<file path="src/rtl/usb_ctl_reg.sv">
module usb_ctl_reg #(
  parameter int NUM_EP = 16,
  parameter int DIV_W  = 8,
  localparam int ODD_W = 2 * NUM_EP,
  localparam int SEL_W = $clog2(ODD_W)
) (
  input  logic             clk,
  input  logic             rst_n,
  input  logic             reg_wr,
  input  logic [7:0]       reg_wdata,
  output logic [7:0]       reg_rdata,
  input  logic             rx_diff,
  input  logic             rx_se0,
  input  logic             low_speed,
  input  logic [DIV_W-1:0] bit_cyc,
  input  logic             tok_start,
  input  logic             tok_done,
  input  logic             setup_rx,
  input  logic             odd_tgl,
  input  logic [SEL_W-1:0] odd_sel,
  output logic [ODD_W-1:0] odd_bits,
  output logic             usb_en,
  output logic             sof_en,
  output logic             sie_pause,
  output logic             sie_reset,
  output logic             drv_en,
  output logic             drv_dp,
  output logic             drv_dm
);

  logic rst_q, host_q, res_q, en_q, busy_q, susp_q, sie_q;
  logic [ODD_W-1:0] odd_q;
  logic eop_act;
  logic [DIV_W-1:0] eop_cnt;
  logic [1:0] eop_bit;

  wire odd_clr  = reg_wr & (reg_wdata[1] | (reg_wdata[0] & ~en_q));
  wire eop_go   = reg_wr & res_q & ~reg_wdata[2] & host_q;
  wire susp_set = setup_rx & ~host_q;
  wire susp_clr = reg_wr & ~reg_wdata[5] & ~host_q;
  wire j_dp     = ~low_speed;

  always_ff @(posedge clk or negedge rst_n) begin
    if (!rst_n) begin
      rst_q  <= 1'b0;
      host_q <= 1'b0;
      res_q  <= 1'b0;
      en_q   <= 1'b0;
      sie_q  <= 1'b0;
    end else begin
      sie_q <= reg_wr & reg_wdata[0] & ~en_q;
      if (reg_wr) begin
        rst_q  <= reg_wdata[4];
        host_q <= reg_wdata[3];
        res_q  <= reg_wdata[2];
        en_q   <= reg_wdata[0];
      end
    end
  end

  always_ff @(posedge clk or negedge rst_n) begin
    if (!rst_n) begin
      busy_q <= 1'b0;
      susp_q <= 1'b0;
    end else begin
      if (tok_start)     busy_q <= 1'b1;
      else if (tok_done) busy_q <= 1'b0;
      if (susp_set)      susp_q <= 1'b1;
      else if (susp_clr) susp_q <= 1'b0;
    end
  end

  always_ff @(posedge clk or negedge rst_n) begin
    if (!rst_n)       odd_q <= '0;
    else if (odd_clr) odd_q <= '0;
    else if (odd_tgl) odd_q[odd_sel] <= ~odd_q[odd_sel];
  end

  always_ff @(posedge clk or negedge rst_n) begin
    if (!rst_n) begin
      eop_act <= 1'b0;
      eop_cnt <= '0;
      eop_bit <= '0;
    end else if (eop_go) begin
      eop_act <= 1'b1;
      eop_cnt <= '0;
      eop_bit <= '0;
    end else if (eop_act) begin
      if (eop_cnt == bit_cyc) begin
        eop_cnt <= '0;
        eop_bit <= eop_bit + 2'd1;
        if (eop_bit == 2'd2) eop_act <= 1'b0;
      end else begin
        eop_cnt <= eop_cnt + 1'b1;
      end
    end
  end

  always_comb begin
    drv_en = 1'b0;
    drv_dp = 1'b0;
    drv_dm = 1'b0;
    if (rst_q && host_q) begin
      drv_en = 1'b1;
    end else if (eop_act) begin
      drv_en = 1'b1;
      if (eop_bit == 2'd2) begin
        drv_dp = j_dp;
        drv_dm = ~j_dp;
      end
    end else if (res_q) begin
      drv_en = 1'b1;
      drv_dp = ~j_dp;
      drv_dm = j_dp;
    end
  end

  assign reg_rdata = {rx_diff ^ low_speed, rx_se0, host_q ? busy_q : susp_q,
                      rst_q, host_q, res_q, 1'b0, en_q};
  assign odd_bits  = odd_q;
  assign usb_en    = en_q;
  assign sof_en    = en_q & host_q;
  assign sie_pause = susp_q & ~host_q;
  assign sie_reset = sie_q;

  assert_busy_set_R3: assert property (@(posedge clk) disable iff (!rst_n)
    tok_start && host_q && !(reg_wr && !reg_wdata[3]) |=> reg_rdata[5]);

  assert_susp_set_R4: assert property (@(posedge clk) disable iff (!rst_n)
    setup_rx && !host_q && !(reg_wr && reg_wdata[3]) |=> sie_pause);

  assert_bus_reset_se0_R5: assert property (@(posedge clk) disable iff (!rst_n)
    reg_wr && reg_wdata[4] && reg_wdata[3] |=> drv_en && !drv_dp && !drv_dm);

  assert_eop_start_R7: assert property (@(posedge clk) disable iff (!rst_n)
    eop_go && !(reg_wdata[4] && reg_wdata[3]) |=> drv_en && !drv_dp && !drv_dm);

  assert_odd_toggle_R8: assert property (@(posedge clk) disable iff (!rst_n)
    odd_tgl && !odd_clr |=> odd_bits[$past(odd_sel)] != $past(odd_bits[odd_sel]));

  assert_odd_clear_R9: assert property (@(posedge clk) disable iff (!rst_n)
    reg_wr && reg_wdata[1] |=> odd_bits == '0);

  assert_sie_pulse_R10: assert property (@(posedge clk) disable iff (!rst_n)
    reg_wr && reg_wdata[0] && !usb_en |=> sie_reset && usb_en && odd_bits == '0);

  assert_sie_single_R10: assert property (@(posedge clk) disable iff (!rst_n)
    sie_reset |=> !sie_reset);

endmodule

</file>
<file path="config.mk">
export PLATFORM = sky130hd
export DESIGN_NAME = usb_ctl_reg
export DESIGN_NICKNAME = d
export VERILOG_FILES = /design/src/rtl/usb_ctl_reg.sv
export SDC_FILE = /design/constraint.sdc
export NUM_CORES = 1
export LEC_CHECK = 0
export CAP_MARGIN = 30
export CELL_PAD_IN_SITES_DETAIL_PLACEMENT = 1
export CELL_PAD_IN_SITES_GLOBAL_PLACEMENT = 1
export CORE_ASPECT_RATIO = 1.25
export CORE_MARGIN = 8
export CORE_UTILIZATION = 40
export DETAILED_ROUTE_END_ITERATION = 6
export PLACE_DENSITY = 0.9
export SLEW_MARGIN = 20
export SYNTH_ARGS = -nofsm -noshare
export SYNTH_HDL_FRONTEND = slang
export SYNTH_SLANG_ARGS = --single-unit
</file>
<file path="constraint.sdc">
create_clock -name clk -period 2.9 [get_ports clk]
set_clock_uncertainty 0.15 [all_clocks]
set_input_delay 0.725 -clock clk [delete_from_list [all_inputs] [get_ports clk]]
set_output_delay 0.725 -clock clk [all_outputs]
set_load 0.02 [all_outputs]
</file>
-- Word level (Yosys, flattened, before mapping)
Index checks and enable logic that the tools add are counted.
- flip-flop bits (word level): 50
- input bits: 31
- output and inout bits: 47
- logic and storage cells: 78
- add/sub/neg operators: 2
- magnitude comparators: 2
- equality and inequality tests: 2
- multiplexer cells: 33
- bitwise gates (word level): 20
- reductions and logical operators: 8
- operators with widths (kind ; number):
    $mux W32 ; 2
    $bwmux W32 ; 1
    $mux W8 ; 3
    $mux W1 ; 22
    $and A1 B1 Y1 ; 12
    $reduce_bool A2 Y1 ; 5
    $add A8 B1 Y8 const B ; 1
    $eq A8 B8 Y1 ; 1
    $lt A5 B6 Y1 const B ; 1
    $mux W2 ; 3
    $not A1 Y1 ; 6
    $bmux W1 S5 ; 1
    $demux W1 S5 ; 1
    $ge A5 B1 Y1 const B ; 1
    $add A2 B1 Y2 const B ; 1
    $eq A2 B2 Y1 const B ; 1
    $logic_and A1 B1 Y1 ; 2
    $reduce_and A2 Y1 ; 1
    $or A1 B1 Y1 ; 1
    $xor A1 B1 Y1 ; 1

-- Depth between registers and ports, before layout
Gate-level depths: netlist of run 1.
- word-level depth: 7
- gate-level depth with buffers: 8
- gate-level depth less buffers: 6

-- Worst setup path before layout of run 1
OpenSTA, ideal clock, no wires.
- path kind: input port to flip-flop
- from: input port odd_sel[0]
- to: register odd_q[27] (netlist: odd_bits[27])
- setup time: 92 ps
- arrival: 2253 ps
- data required time: 2658 ps
- path slack: 405 ps
- stages: 7
- buffers on the path: 2
- cells stage by stage: buf_6 mux4_2 nor2b_1 a211oi_2 o2111ai_4 buf_6 o31ai_2
- longest elaborated chain between the ends: 7
- elaborated cells between the ends (all ways): 11
- classes of those cells: 2 x order compare; 7 x mux; 1 x bitwise; 1 x reduce/logical
- RTL lines (what ; line ; text):
    from (decl) ; 20 ; input logic [SEL_W-1:0] odd_sel,
    $lt A5 B6 Y1 (implied by the code) / $ge A5 B1 Y1 (equally long branches) ; 76 ; else if (odd_tgl) odd_q[odd_sel] <= ~odd_q[odd_sel];
    $logic_and A1 B1 Y1 (implied by the code) ; 76 ;
    $mux W1 (implied by the code) ; 76 ;
    $demux W1 S5 ; 76 ;
    $bwmux W32 (*) ; 76 ;
    $mux W32 (*) ; 76 ;
    $mux W32 (*) ; 75 ; else if (odd_clr) odd_q <= '0;
    to (signal, indexed assignment) ; 76 ;
    to (decl) ; 32 ; logic [ODD_W-1:0] odd_q;
Mark *: on every way between the ends. The rest lies on a longest branch, timed or not. The select of a mux whose other input is x is not followed.
A chain may end at the register's enable or synchronous reset.

-- Worst setup path after layout of run 1
- from: input port odd_sel[4]
- to: register odd_q[31] (netlist: odd_bits[31])
Same word-level chain as after synthesis.

==> flow_summary.ini, run 1 <==
[status]
outcome = complete, no violations

[placed_design]
place_ws_ps = -340
place.gp.congestion = 0.847
io_buffers = 72
placed_cells = 462
dpl.hpwl_mm = 6.94

[clocking]
clk_latency_ps = 300
clkTransAtPathRegs_ps = 90
cts-root-buf = clkbuf_8
clock_path_buffers = 2
cts.sink_count = 50
cts_tree = built
cts_made_buffers = 5
cts.hold.buffers_added = 0
htreeDepth = 2

[floorplan]
core_um2 = 6930
die_x_um = 91.7
row_count = 34
io_pins = 78
die_height_um = 111
dieArea_um2 = 10100
initial_core_util_pct = 41.3

[synthesis]
ys_ff_latch = 50
async_flop_share_pct = 100
synth_common_cells = 50 x dfrtp_1, 29 x mux2i_1, 28 x nand2_1
synthMostInstantiatedCell = dfrtp_1
ys.flop_type = dfrtp_1
synth_area_um2 = 2870
synth_area_leaders = dfrtp_1 44%, mux2i_1 10%, o211ai_1 5.0%
synth_cell_types = 44
synth_top_cell_area_share_pct = 43.6
syn-num-nets = 320
synth_area_leader_cell = dfrtp_1
synth_cells = 287
synth_edf_count = 0
ys_warn_count = 0
seq_area_frac_synth_pct = 43.6
synth.avg_cell_area_um2 = 9.99

[power]
power_density_nw_per_um2 = 442
seqPwrFrac_pct = 48.2
leakage_nw = 1.66
intPower_w = 0.00120
power.share.switching_pct = 33.1
power.share.clock_pct = 21.9
p_total_w = 0.00180
switchingPower_w = 0.000595
ir_worst_vdd_uv = 288
comb_power_share_pct = 29.9

[flow_run]
cap_violations = 0

[grt]
grt.overflow.total = 0
antenna_found_initial = 0
track_usage_pct = 17.9
grt_max_degree = 33
grt_pass1_vias = 2943
grt_pass1_wl_mm = 14.9

[routing]
wl_mm = 9.30
drt_iter0_drc = 96
ant_nets = 0
avgViaCountPerCell = 5.49
wl_per_cell_um = 19.7
routed-via-count = 2598
drc = 0
drt-pass1-iter-count = 4

[sta]
drv_slew = 0
fin_ws_ps = 29.1
period_minus_slack_ps = 2870
setup_viol_count_final = 0
fin_hold_ws_ps = 181
fin_crit_sh_pct = 99.0
max_freq_ghz = 0.348
hold_viol = 0

[final_layout]
n_antenna_cell = 0
area_delta_synth_final_pct = 42.1
nets = 416
fin_cells = 473
n_fill_cell = 769
fin_util_pct = 58.7
drive_gt1_share_pct = 19.8

[critical_path]
crit_type = in2reg
cpPeakStageDelay_ps = 610
crit_chain = clkdlybuf4s50_1 > or3b_2 > o22ai_1 > nor3_1 > buf_4 > o2111ai_4 > clkbuf_16 > mux2i_1
path_max_fanout = 6
crit_required_ps = 2930
cp-end-kind = flip-flop
ff2ff_path_depth = 6
crit_path_start_kind = input port
worstPathArrival_ps = 2900
cp_top_family = buffers and inverters
cp_num_buf_inv = 3
reg2reg_slack_ps = 660
r2r_end = odd_bits[5]
reg2reg_from = odd_bits[27]
crit_path_top_delay_cell = clkdlybuf4s50_1

[hold_path]
hold_path.class = in2async
-- worst reg2reg max path, cell delays in order, from the launching register on --
cell       delay, ps
dfrtp_1          430
mux4_2           470
nor2b_4          150
a211oi_4         260
o2111ai_4        240
buf_12           230
o31ai_2          230
-- sequential cells by signal, summed over array words and instances, names as in the netlist --
register / count
odd_bits: 32
eop_cnt: 8
eop_bit: 2
busy_q: 1
eop_act: 1
host_q: 1
res_q: 1
rst_q: 1
sie_reset: 1
susp_q: 1
usb_en: 1
-- power by group through the flow --
stage	registers (W)	clock network [W]	logic [W]
detailed placement	0.000883	0	0.000515
global route	0.000882	0.000440	0.000586
global placement	0.000875	0	0.000491
finish	0.000868	0.000395	0.000538
floorplan	0.000871	0	0.000295
CTS	0.000869	0.000412	0.000516
-- layout make-up --
cell class / instances / area [µm²] / share of cell area (%)
inverter: 6 / 22.5 / 0.553
sequential: 50 / 1250 / 30.7
tap: 90 / 113 / 2.76
timing repair buffer: 112 / 1070 / 26.2
clock buffer: 5 / 68.8 / 1.69
multi-input combinational: 208 / 1540 / 37.8
clock inverter: 2 / 10.0 / 0.246
-- how the worst max path moves through the flow --
| stage | cells after the start | from | to | slack [ps] |
|---|---|---|---|---|
| after detailed placement | 8 | odd_sel[0] | odd_bits[5] | -340 |
| after floorplan | 7 | odd_sel[0] | odd_bits[27] | 400 |
| final | 8 | odd_sel[4] | odd_bits[31] | 30 |
| after CTS | 5 | low_speed | drv_dm | 4 |
| after global placement | 5 | low_speed | drv_dm | -210 |
| after global routing | 9 | odd_sel[4] | odd_bits[12] | -4 |
-- metal layers --
layer | up-vias | track usage, % | wire length, µm
met2 | 98 | 32.4 | 4940
met1 | 1271 | 19.2 | 3590
met3 | 14 | 4.20 | 551
met4 | 0 | 7.87 | 221
met5 | - | 0 | 0
li1 | 1215 | - | -
-- per-stage QoR --
| step | TNS [ps] | area (µm²) |
|---|---|---|
| 2_1_floorplan | 0 | 2870 |
| 3_3_place_gp | -3550 | 3850 |
| 3_5_place_dp | -5190 | 3850 |
| 4_1_cts | 0 | 3930 |
| 5_1_grt | -4.40 | 4070 |
| 6_report | 0 | 4070 |
-- cell usage in the layout (no fill, tap or decap), types with 3 or more instances in the layout --
cell type	synthesis	final
clkdlybuf4s50_1	0	67
dfrtp_1	50	50
buf_4	6	35
nand2_1	28	28
mux2i_1	29	28
nor2_1	27	27
o211ai_1	19	19
o21ai_0	14	13
xnor2_1	9	9
inv_1	6	6
o31ai_2	6	6
a21oi_1	5	5
clkbuf_8	0	5
a21o_1	4	4
nand2b_1	4	4
o2bb2ai_1	4	4
or3_1	4	4
o22ai_1	4	4
nand3b_1	4	4
mux2_2	4	4
o31ai_4	0	4
nor2b_1	4	3
nand3_1	3	3
nor3_1	3	3
or3b_2	3	3
-- kinds of logic after synthesis --
family | synth area share (%)
xor+xnor | 3.06
simple gates | 15.4
fa+ha+maj | 0.873
other cells | 0.131
buf+inv | 5.46
compound gates | 18.2
flops | 43.6
mux | 13.3
-- timing repair --
item	4_1_cts	5_1_grt
resized for setup	5	17
setup endpoints to repair	4	8
cloned	0	2
buffers inserted	0	2
pin swaps	0	4
Note: power is estimated with default switching activity, not from simulation.
==> inputs of run 2 (changes only) <==
--- a/config.mk
+++ b/config.mk
@@ -11,6 +11,7 @@
 export CORE_ASPECT_RATIO = 1.25
 export CORE_MARGIN = 8
 export CORE_UTILIZATION = 40
+export CTS_CLUSTER_DIAMETER = 60
 export DETAILED_ROUTE_END_ITERATION = 6
 export PLACE_DENSITY = 0.9
 export SLEW_MARGIN = 20
==> results of run 2 <==
Same layout as run 1: the final DEF is identical, and so are final timing and power.
